$ cat src/rtl/nic_pkg.sv
package nic_pkg;

    localparam int LVL_N = 10;
    localparam int IDX_W = $clog2(LVL_N);

    typedef enum logic [IDX_W-1:0] {
        LV_SYNC   = 4'd0,
        LV_SWEXC  = 4'd1,
        LV_MEMFLT = 4'd2,
        LV_RSVD   = 4'd3,
        LV_TMR0   = 4'd4,
        LV_TMR1   = 4'd5,
        LV_DMA0   = 4'd6,
        LV_DMA1   = 4'd7,
        LV_WAND   = 4'd8,
        LV_USER   = 4'd9
    } lvl_e;

    typedef logic [LVL_N-1:0] lvl_vec_t;

    typedef struct packed {
        logic             hit;
        logic [IDX_W-1:0] idx;
    } pick_t;

    // Lowest set index wins (index 0 is most urgent).
    function automatic pick_t first_set(lvl_vec_t v);
        pick_t p;
        p.hit = 1'b0;
        p.idx = '0;
        for (int i = LVL_N - 1; i >= 0; i--) begin
            if (v[i]) begin
                p.hit = 1'b1;
                p.idx = IDX_W'(i);
            end
        end
        return p;
    endfunction

    function automatic lvl_vec_t idx_bit(logic [IDX_W-1:0] idx);
        lvl_vec_t b;
        b = '0;
        for (int i = 0; i < LVL_N; i++) begin
            if (IDX_W'(i) == idx) b[i] = 1'b1;
        end
        return b;
    endfunction

    // Bits 0..idx set.
    function automatic lvl_vec_t upto_mask(logic [IDX_W-1:0] idx);
        lvl_vec_t b;
        b = '0;
        for (int i = 0; i < LVL_N; i++) begin
            if (IDX_W'(i) <= idx) b[i] = 1'b1;
        end
        return b;
    endfunction

endpackage

$ cat src/rtl/nic_pend_latch.sv
module nic_pend_latch
    import nic_pkg::*;
(
    input  logic     clk,
    input  logic     rst,
    input  lvl_vec_t raw_i,
    input  lvl_vec_t clr_i,
    output lvl_vec_t pend_o
);

    lvl_vec_t prev_q;
    lvl_vec_t pend_q;

    for (genvar g = 0; g < LVL_N; g++) begin : g_bit
        if (g == int'(LV_RSVD)) begin : g_rsvd
            always_ff @(posedge clk) begin
                if (rst) prev_q[g] <= 1'b0;
                else     prev_q[g] <= raw_i[g];
                pend_q[g] <= 1'b0;
            end
        end else begin : g_live
            always_ff @(posedge clk) begin
                if (rst) begin
                    prev_q[g] <= 1'b0;
                    pend_q[g] <= 1'b0;
                end else begin
                    prev_q[g] <= raw_i[g];
                    pend_q[g] <= (pend_q[g] & ~clr_i[g]) | (raw_i[g] & ~prev_q[g]);
                end
            end

            // a rising edge always leaves the level pending
            assert_edge_latch_R2: assert property (@(posedge clk) disable iff (rst)
                (raw_i[g] && !prev_q[g]) |=> pend_q[g]);
        end
    end

    assign pend_o = pend_q;

endmodule

$ cat src/rtl/nic_arbiter.sv
module nic_arbiter
    import nic_pkg::*;
(
    input  lvl_vec_t         pend_i,
    input  lvl_vec_t         mask_i,
    input  logic             gie_i,
    input  lvl_vec_t         isr_i,
    output logic             req_o,
    output logic [IDX_W-1:0] idx_o
);

    lvl_vec_t elig;
    lvl_vec_t gate;
    pick_t    win;
    pick_t    top;

    always_comb begin
        gate       = gie_i ? '1 : '0;
        gate[LV_SYNC] = 1'b1;
        elig       = pend_i & ~mask_i & gate;
        win        = first_set(elig);
        top        = first_set(isr_i);
        req_o      = win.hit && (!top.hit || (win.idx < top.idx));
        idx_o      = win.idx;
    end

endmodule

$ cat src/rtl/nic_nest_track.sv
module nic_nest_track
    import nic_pkg::*;
(
    input  logic             clk,
    input  logic             rst,
    input  logic             set_en_i,
    input  logic [IDX_W-1:0] set_idx_i,
    input  logic             rti_i,
    output lvl_vec_t         isr_o
);

    lvl_vec_t isr_q;
    lvl_vec_t clr_v;
    lvl_vec_t set_v;
    pick_t    top;

    always_comb begin
        top   = first_set(isr_q);
        clr_v = (rti_i && top.hit) ? idx_bit(top.idx) : '0;
        set_v = set_en_i ? idx_bit(set_idx_i) : '0;
    end

    always_ff @(posedge clk) begin
        if (rst) isr_q <= '0;
        else     isr_q <= (isr_q & ~clr_v) | set_v;
    end

    assign isr_o = isr_q;

    // a taken level is in service on the next cycle
    assert_take_sets_R8: assert property (@(posedge clk) disable iff (rst)
        set_en_i |=> isr_q[$past(set_idx_i)]);

    // one return retires exactly one level
    assert_rti_pops_R9: assert property (@(posedge clk) disable iff (rst)
        (rti_i && !set_en_i && (isr_q != '0)) |=>
            ($countones(isr_q) == $past($countones(isr_q)) - 1));

    // a preemption stacks on top of existing levels
    assert_nest_push_R11: assert property (@(posedge clk) disable iff (rst)
        (set_en_i && !rti_i) |=>
            ($countones(isr_q) == $past($countones(isr_q)) + 1));

endmodule

$ cat src/rtl/nest_irq_ctrl.sv
module nest_irq_ctrl
    import nic_pkg::*;
#(
    parameter int VADDR_W   = 16,
    parameter int VEC_SHIFT = 2
) (
    input  logic                 clk,
    input  logic                 rst,
    input  logic [LVL_N-1:0]     irq_line_i,
    input  logic                 mask_wr_i,
    input  logic [LVL_N-1:0]     mask_data_i,
    input  logic                 gie_set_i,
    input  logic                 gie_clr_i,
    input  logic                 ack_i,
    input  logic                 rti_i,
    output logic                 irq_req_o,
    output logic [VADDR_W-1:0]   vec_addr_o,
    output logic [LVL_N-1:0]     in_service_o
);

    localparam logic [VADDR_W-1:0] VEC_ZERO = '0;

    lvl_vec_t         mask_q;
    logic             gie_q;
    lvl_vec_t         pend;
    lvl_vec_t         isr;
    lvl_vec_t         take_clr;
    logic             req;
    logic [IDX_W-1:0] win_idx;
    logic             take;

    always_ff @(posedge clk) begin
        if (rst) begin
            mask_q <= '0;
            gie_q  <= 1'b0;
        end else begin
            if (mask_wr_i) mask_q <= mask_data_i;
            if (gie_clr_i)      gie_q <= 1'b0;
            else if (gie_set_i) gie_q <= 1'b1;
        end
    end

    assign take     = req && ack_i;
    assign take_clr = take ? idx_bit(win_idx) : '0;

    nic_pend_latch u_pend (
        .clk    (clk),
        .rst    (rst),
        .raw_i  (irq_line_i),
        .clr_i  (take_clr),
        .pend_o (pend)
    );

    nic_arbiter u_arb (
        .pend_i (pend),
        .mask_i (mask_q),
        .gie_i  (gie_q),
        .isr_i  (isr),
        .req_o  (req),
        .idx_o  (win_idx)
    );

    nic_nest_track u_nest (
        .clk       (clk),
        .rst       (rst),
        .set_en_i  (take),
        .set_idx_i (win_idx),
        .rti_i     (rti_i),
        .isr_o     (isr)
    );

    assign irq_req_o    = req;
    assign vec_addr_o   = req ? (VADDR_W'(win_idx) << VEC_SHIFT) : VEC_ZERO;
    assign in_service_o = isr;

    // request only when it outranks everything in service
    assert_outranks_R7: assert property (@(posedge clk) disable iff (rst)
        irq_req_o |-> ((in_service_o & upto_mask(win_idx)) == '0));

    // with the enable off only the top level reaches the sequencer
    assert_gie_gate_R5: assert property (@(posedge clk) disable iff (rst)
        (irq_req_o && !gie_q) |-> (vec_addr_o == VEC_ZERO));

    // a masked level never requests
    assert_mask_block_R4: assert property (@(posedge clk) disable iff (rst)
        irq_req_o |-> !mask_q[win_idx]);

    // reserved slot never in service
    assert_rsvd_idle_R3: assert property (@(posedge clk) disable iff (rst)
        !in_service_o[LV_RSVD]);

    // a stray acknowledge changes nothing in service
    assert_stray_ack_R10: assert property (@(posedge clk) disable iff (rst)
        (ack_i && !irq_req_o && !rti_i) |=> $stable(in_service_o));

endmodule

$ cat config.mk
export PLATFORM = sky130hd
export DESIGN_NAME = nest_irq_ctrl
export DESIGN_NICKNAME = d
export VERILOG_FILES = /design/src/rtl/nic_pkg.sv /design/src/rtl/nic_pend_latch.sv /design/src/rtl/nic_arbiter.sv /design/src/rtl/nic_nest_track.sv /design/src/rtl/nest_irq_ctrl.sv
export SDC_FILE = /design/constraint.sdc
export NUM_CORES = 1
export LEC_CHECK = 0
export BUFFER_PORTS_ARGS = -buffer_cell sky130_fd_sc_hd__clkbuf_2
export CAP_MARGIN = 20
export CELL_PAD_IN_SITES_DETAIL_PLACEMENT = 0
export CELL_PAD_IN_SITES_GLOBAL_PLACEMENT = 1
export CORE_AREA = 2 2 79 81
export DETAILED_ROUTE_END_ITERATION = 8
export DIE_AREA = 0 0 81 83
export GPL_TIMING_DRIVEN = 0
export PLACE_DENSITY = 0.71
export SETUP_SLACK_MARGIN = 0.1
export SYNTH_ARGS = -nofsm -noshare
export SYNTH_HDL_FRONTEND = slang
export SYNTH_SLANG_ARGS = --single-unit
export TNS_END_PERCENT = 50
$ cat constraint.sdc
create_clock -name clk -period 2.45 [get_ports clk]
set_input_delay 0.49 -clock clk [delete_from_list [all_inputs] [get_ports clk]]
set_output_delay 0.49 -clock clk [all_outputs]
set_load 0.1 [all_outputs]
Word level (Yosys, flattened, before mapping):

Index checks and enable logic that the tools add are counted.

* magnitude comparators: 1
* equal/unequal tests: 18
* multiplexer cells: 44
* bitwise gates (word level): 51
* reduce and logical (&&, ||, !) cells: 8

Operators by type and width (number)
* 5-bit 2-to-1 mux: 20
* 3-bit by 4-bit equality test with 1-bit output (first input constant): 8
* 10-bit AND: 3
* 10-bit 2-to-1 mux: 3
* 1-bit 2-to-1 mux: 20
* 10-bit NOT: 2
* 1-bit AND: 18
* 1-bit NOT: 18
* 2-bit by 4-bit equality test with 1-bit output (first input constant): 4
* 4-bit equality test (first input constant): 4
* 10-bit OR: 1
* 1-bit OR: 9
* 1-bit by 4-bit equality test with 1-bit output (first input constant): 2
* 4-bit zero test: 2
* 6-bit 2-to-1 mux: 1
* 4-bit less-than comparator: 1
* 1-bit logical AND: 3
* 2-bit OR reduction: 1
* 1-bit zero test: 1
* 1-bit logical OR: 1

* flip-flop bits (word level): 39
* input bits: 27
* output and inout port bits: 27
* logic and storage cells: 143

Depth between registers and ports, before layout:

* depth after elaboration: 21
* gate-level depth with buffers: 12
* gate-level depth less buffers: 11

Modules after synthesis:

From an unflattened synthesis, not the netlist that was laid out.

* cells, all modules: 250
* area total of the unflattened synthesis: 2177.1 µm²

By module, submodules not included
* nic_pend_latch: times used 1, cells each 57, area an instance 653.1 µm², sequential area each 360.3 µm²
* nest_irq_ctrl: times used 1, cells each 71, area an instance 605.6 µm², sequential area each 220.2 µm²
* nic_nest_track: times used 1, cells each 66, area an instance 533.0 µm², sequential area each 200.2 µm²
* nic_arbiter: times used 1, cells each 56, area an instance 385.4 µm², sequential area each 0.0 µm²

Worst setup path before layout:

Ideal clock, no wire load.

* path type: register -> output
* from: register u_nest.isr_q[6] (netlist: u_nest.isr_o[6])
* to: output port irq_req_o
* data arrival time: 3869 ps
* slack: -1909 ps
* cell stages (with the launch flop): 10
* path buffers: 0
* path through: dfxtp_1 > nor2_1 > nor3_1 > o31ai_1 > ha_1 > o21a_1 > o21a_1 > o32ai_2 > a31oi_1 > a31oi_1

* longest elaborated chain between the ends: 10
* elaborated cells on any way between the ends: 11
* those cells by class: 1 x order compare; 7 x mux; 3 x reduce/logical

Ends and longest elaborated chain
* from (decl): line nic_nest_track.sv:12 `lvl_vec_t isr_q;`
* from (signal assigned): line nic_nest_track.sv:25 `else isr_q <= (isr_q & ~clr_v) | set_v;`
* 5-bit 2-to-1 mux * (7 in series): line nic_pkg.sv:32 `if (v[i]) begin`
* 4-bit less-than comparator or 1-bit zero test (tied branches): line nic_arbiter.sv:23 `req_o = win.hit && (!top.hit || (win.idx < top.idx));`
* 1-bit logical OR *: line nic_arbiter.sv:23
* 1-bit logical AND *: line nic_arbiter.sv:23
* to (decl): line nest_irq_ctrl.sv:16 `output logic irq_req_o,`

Mark *: on every way between the ends. The rest lies on a longest branch, timed or not.

Worst setup path after layout:

* from: register u_pend.pend_q[7] (netlist: u_pend.pend_o[7])
* to: output port irq_req_o

* longest elaborated chain between the ends: 13

Ends and longest elaborated chain
* from (decl): line nic_pend_latch.sv:12 `lvl_vec_t pend_q;`
* from (signal, indexed assignment): line nic_pend_latch.sv:28 `pend_q[g] <= (pend_q[g] & ~clr_i[g]) | (raw_i[g] & ~prev_q[g]);`
* 10-bit AND * (2 in series): line nic_arbiter.sv:20 `elig = pend_i & ~mask_i & gate;`
* 5-bit 2-to-1 mux * (8 in series): line nic_pkg.sv:32
* 4-bit less-than comparator: line nic_arbiter.sv:23
* 1-bit logical OR: line nic_arbiter.sv:23
* 1-bit logical AND *: line nic_arbiter.sv:23

Marks and branches as above.

==> impl_results.md <==
* Outcome: finished, violations left
* Violated checks: setup timing
* WP data required at 1960 ps
* Worst Path Arrival at about 2800 ps
* Vias at roughly 1.8k
* Post-detail-place hpwl at 3.69 mm
* Final setup fails at 23
* CP Max Fanout at 4
* Sequential area share after synthesis at 38.8%
* Worst-Skew Late Latency at 290 ps
* Netlist cell types at 49
* GRT overflow at 0
* Die height at 83 microns
* Pwr Density at 603 nW/um^2
* Post-synth ARST share at 0%
* First-pass GRT wire length at 7.65 mm
* R2R cell count at 8
* Yosys warnings at 0
* I/O Pins at 54
* Worst-case clock buffer depth at 2
* Worst Setup EP: irq_req_o
* Tcrit/Tclk final at 135%
* Minimum period implied by the final worst setup slack at ~3300 ps
* Worst R2R Start: u_pend.pend_o[7]
* CTS tree: done
* Mean Syn Cell Area at 8.72 sq um
* Vias in the first global route at 1569
* Number of antenna diodes at 0
* Largest net degree at the start of global routing at 13
* Slew @ Worst Pin at 636 ps
* Clock Sinks at 38
* Post-synth EDFFs at 0
* Post-route antenna net violation count at 0
* Residual DRC at 0
* Drt pass-1 iters at 4
* CTS clk-pin slew, worst paths at 70 ps
* Final Power at 0.00163 W
* Initial antenna violation count at 0
* Layout cells sized above 1 at 36.1%
* Die area at 6720 sq um
* Post-Syn Area at 1960 sq um
* H-tree depth at 2
* Register Area at 785 sq um
* Total wire length at ~4.8 mm
* Startpoint types: flip-flop
* Slew margin rel. at 57.6%
* Total GRT Usage at roughly 15%
* Core area at 5820 sq um
* Endpoint type of the worst setup path: primary output
* GP Congestion at 0.836
* HP Start: gie_clr_i
* Most used DFF post-synth: dfxtp_1
* Synth Register Bits at 38
* Max VDD drop at 0.264 mV
* Min-Delay Path Class: input port to flip-flop
* Max-slew violations at 0
* DR iter-0 viols at 46
* Post-synth top cells: dfxtp_1 (38), nor2b_1 (21), nand2_1 (16), nor2_1 (16)
* Worst clock skew at 9.31 ps
* Max-Cap Viols at 0
* Crit Reg-Reg Endpoint: u_nest.isr_o[4]
* Final Hold Vio Count at 0
* Share of the synthesized area in the top cell type at roughly two fifths
* RSZ-0062 raised after global routing: true
* Max frequency at approximately 300 MHz
* # fillers at between 500 and 600
* Num CTS Buffers at 5
* Setup ws final at -846 ps
* Vias per cell at 4.89
* Layout area overhead at 37.9%
* Row count at 28
* Synth area leader: dfxtp_1
* Top-count cell post-synth: dfxtp_1
* Critical path startpoint: u_pend.pend_o[7]
* Synth Instances at 225
* Finished Layout Cells at between 300 and 400
* Root buf cell: clkbuf_8
* DIE WIDTH at roughly 81 microns
* Static Leak at 1.15 nW
* Critical path class: flip-flop to primary output
* Largest cells by area after synthesis: dfxtp_1 (39%), nor2b_1 (6.7%), buf_4 (5.0%)
* IO buf count at 37
* Multi-input gate area at between 1000 and 1500 sq um
* Routed len/inst at 13.3 microns
* Initial Util at 33.7%
* Placed instance count at approximately 350
* Layout Nets at 314
* R2r setup slk at -340 ps
## worst min path at each step
| stage | cells after the start | slack [ps] | to |
|---|---|---|---|
| after floorplan | 2 | 450 | u_pend.pend_o[2] |
| after global placement | 2 | 460 | u_pend.pend_o[2] |
| after detailed placement | 2 | 460 | u_pend.pend_o[7] |
| after CTS | 2 | 350 | gie_q |
| after global routing | 2 | 350 | gie_q |
| final | 2 | 360 | gie_q |
## state kept, by name (all words and copies together), names as in the netlist
register,cells
u_nest.isr_o,10
mask_q,9
u_pend.pend_o,9
u_pend.prev_q,9
gie_q,1
## critical path, cell delays in order, from the launching register on
cell and delay (ps):
dfxtp_2 330, nor2b_4 120, o41a_1 500, nor4b_4 310, ha_1 310, a211oi_2 290, a31oi_4 210, a31oi_4 220
clkbuf_16 230
## metal layers
metal	part of all wire [%]	wire [microns]	up-vias	global-route usage [%]
li1	-	-	895	-
met1	47	2250	808	20.2
met2	46	2210	51	22.2
met3	5.8	277	5	3.59
met4	0.98	47	0	5.08
met5	0	0	-	0
## repair_timing
| action | in CTS | in global routing |
|---|---|---|
| pin swaps | 2 | 2 |
| buffers inserted | 4 | 0 |
| endpoints found under the setup margin | 23 | 23 |
| hold endpoints to repair | 0 | 0 |
| gates cloned | 0 | 0 |
| hold buffers | 0 | 0 |
| resized for setup | 17 | 9 |
## cells in the final DEF, fill, tap and decap left out, drive strengths merged, types with 3 or more instances in the layout
cell and n:
clkbuf 49, nand2 16, o21ai 8, nor2b 21, inv 9, o22ai 4, nor3 3, nor2 16
o31ai 4, or3 3, nand2b 13, dfxtp 38, ha 3, conb 12, nand3 7, a21oi 12
a31oi 4, o41ai 3, mux2i 9, buf 19
## power by group
| group | switching (W) | internal [W] | leakage (nW) |
|---|---|---|---|
| sequential | 0.0000211 | 0.000646 | 0.320 |
| combinational | 0.000270 | 0.000147 | 0.770 |
| clock | 0.000217 | 0.000332 | 0.0585 |
| total | 0.000508 | 0.00112 | 1.15 |
## cells by family after synthesis
group | Yosys count | share of synthesized area (%)
flops | 38 | 38.8
simple gates | 91 | 26.9
buf+inv | 29 | 8.10
mux | 9 | 4.59
compound gates | 54 | 19.6
other cells | 1 | 0.191
fa+ha+maj | 3 | 1.91
## stage by stage
| stage | hold WS, ps | utilization, % | worst slack (ps) | cell area [sq um] | TNS [ps] |
|---|---|---|---|---|---|
| after floorplan | 446 | - | -647 | 2140 | -3870 |
| final | 362 | 46.5 | -846 | 2710 | -7590 |
| after global placement | 457 | 41.7 | -949 | 2420 | -11350 |
| after global routing | 354 | 46.5 | -966 | 2710 | -10530 |
| after CTS | 354 | 45.8 | -929 | 2670 | -9240 |
| after detailed placement | 460 | 41.7 | -961 | 2420 | -11670 |
## area by class of cell
cell class | count | share of cell area, %
Buffer | 20 | 5.09
Tap cell | 75 | 3.47
Clock inverter | 1 | 1.11
Sequential cell | 38 | 29.0
Multi-Input combinational cell | 169 | 45.4
Clock buffer | 7 | 3.19
Inverter | 9 | 1.25
Timing Repair Buffer | 41 | 11.5
Note: power is estimated with default switching activity, not from simulation.
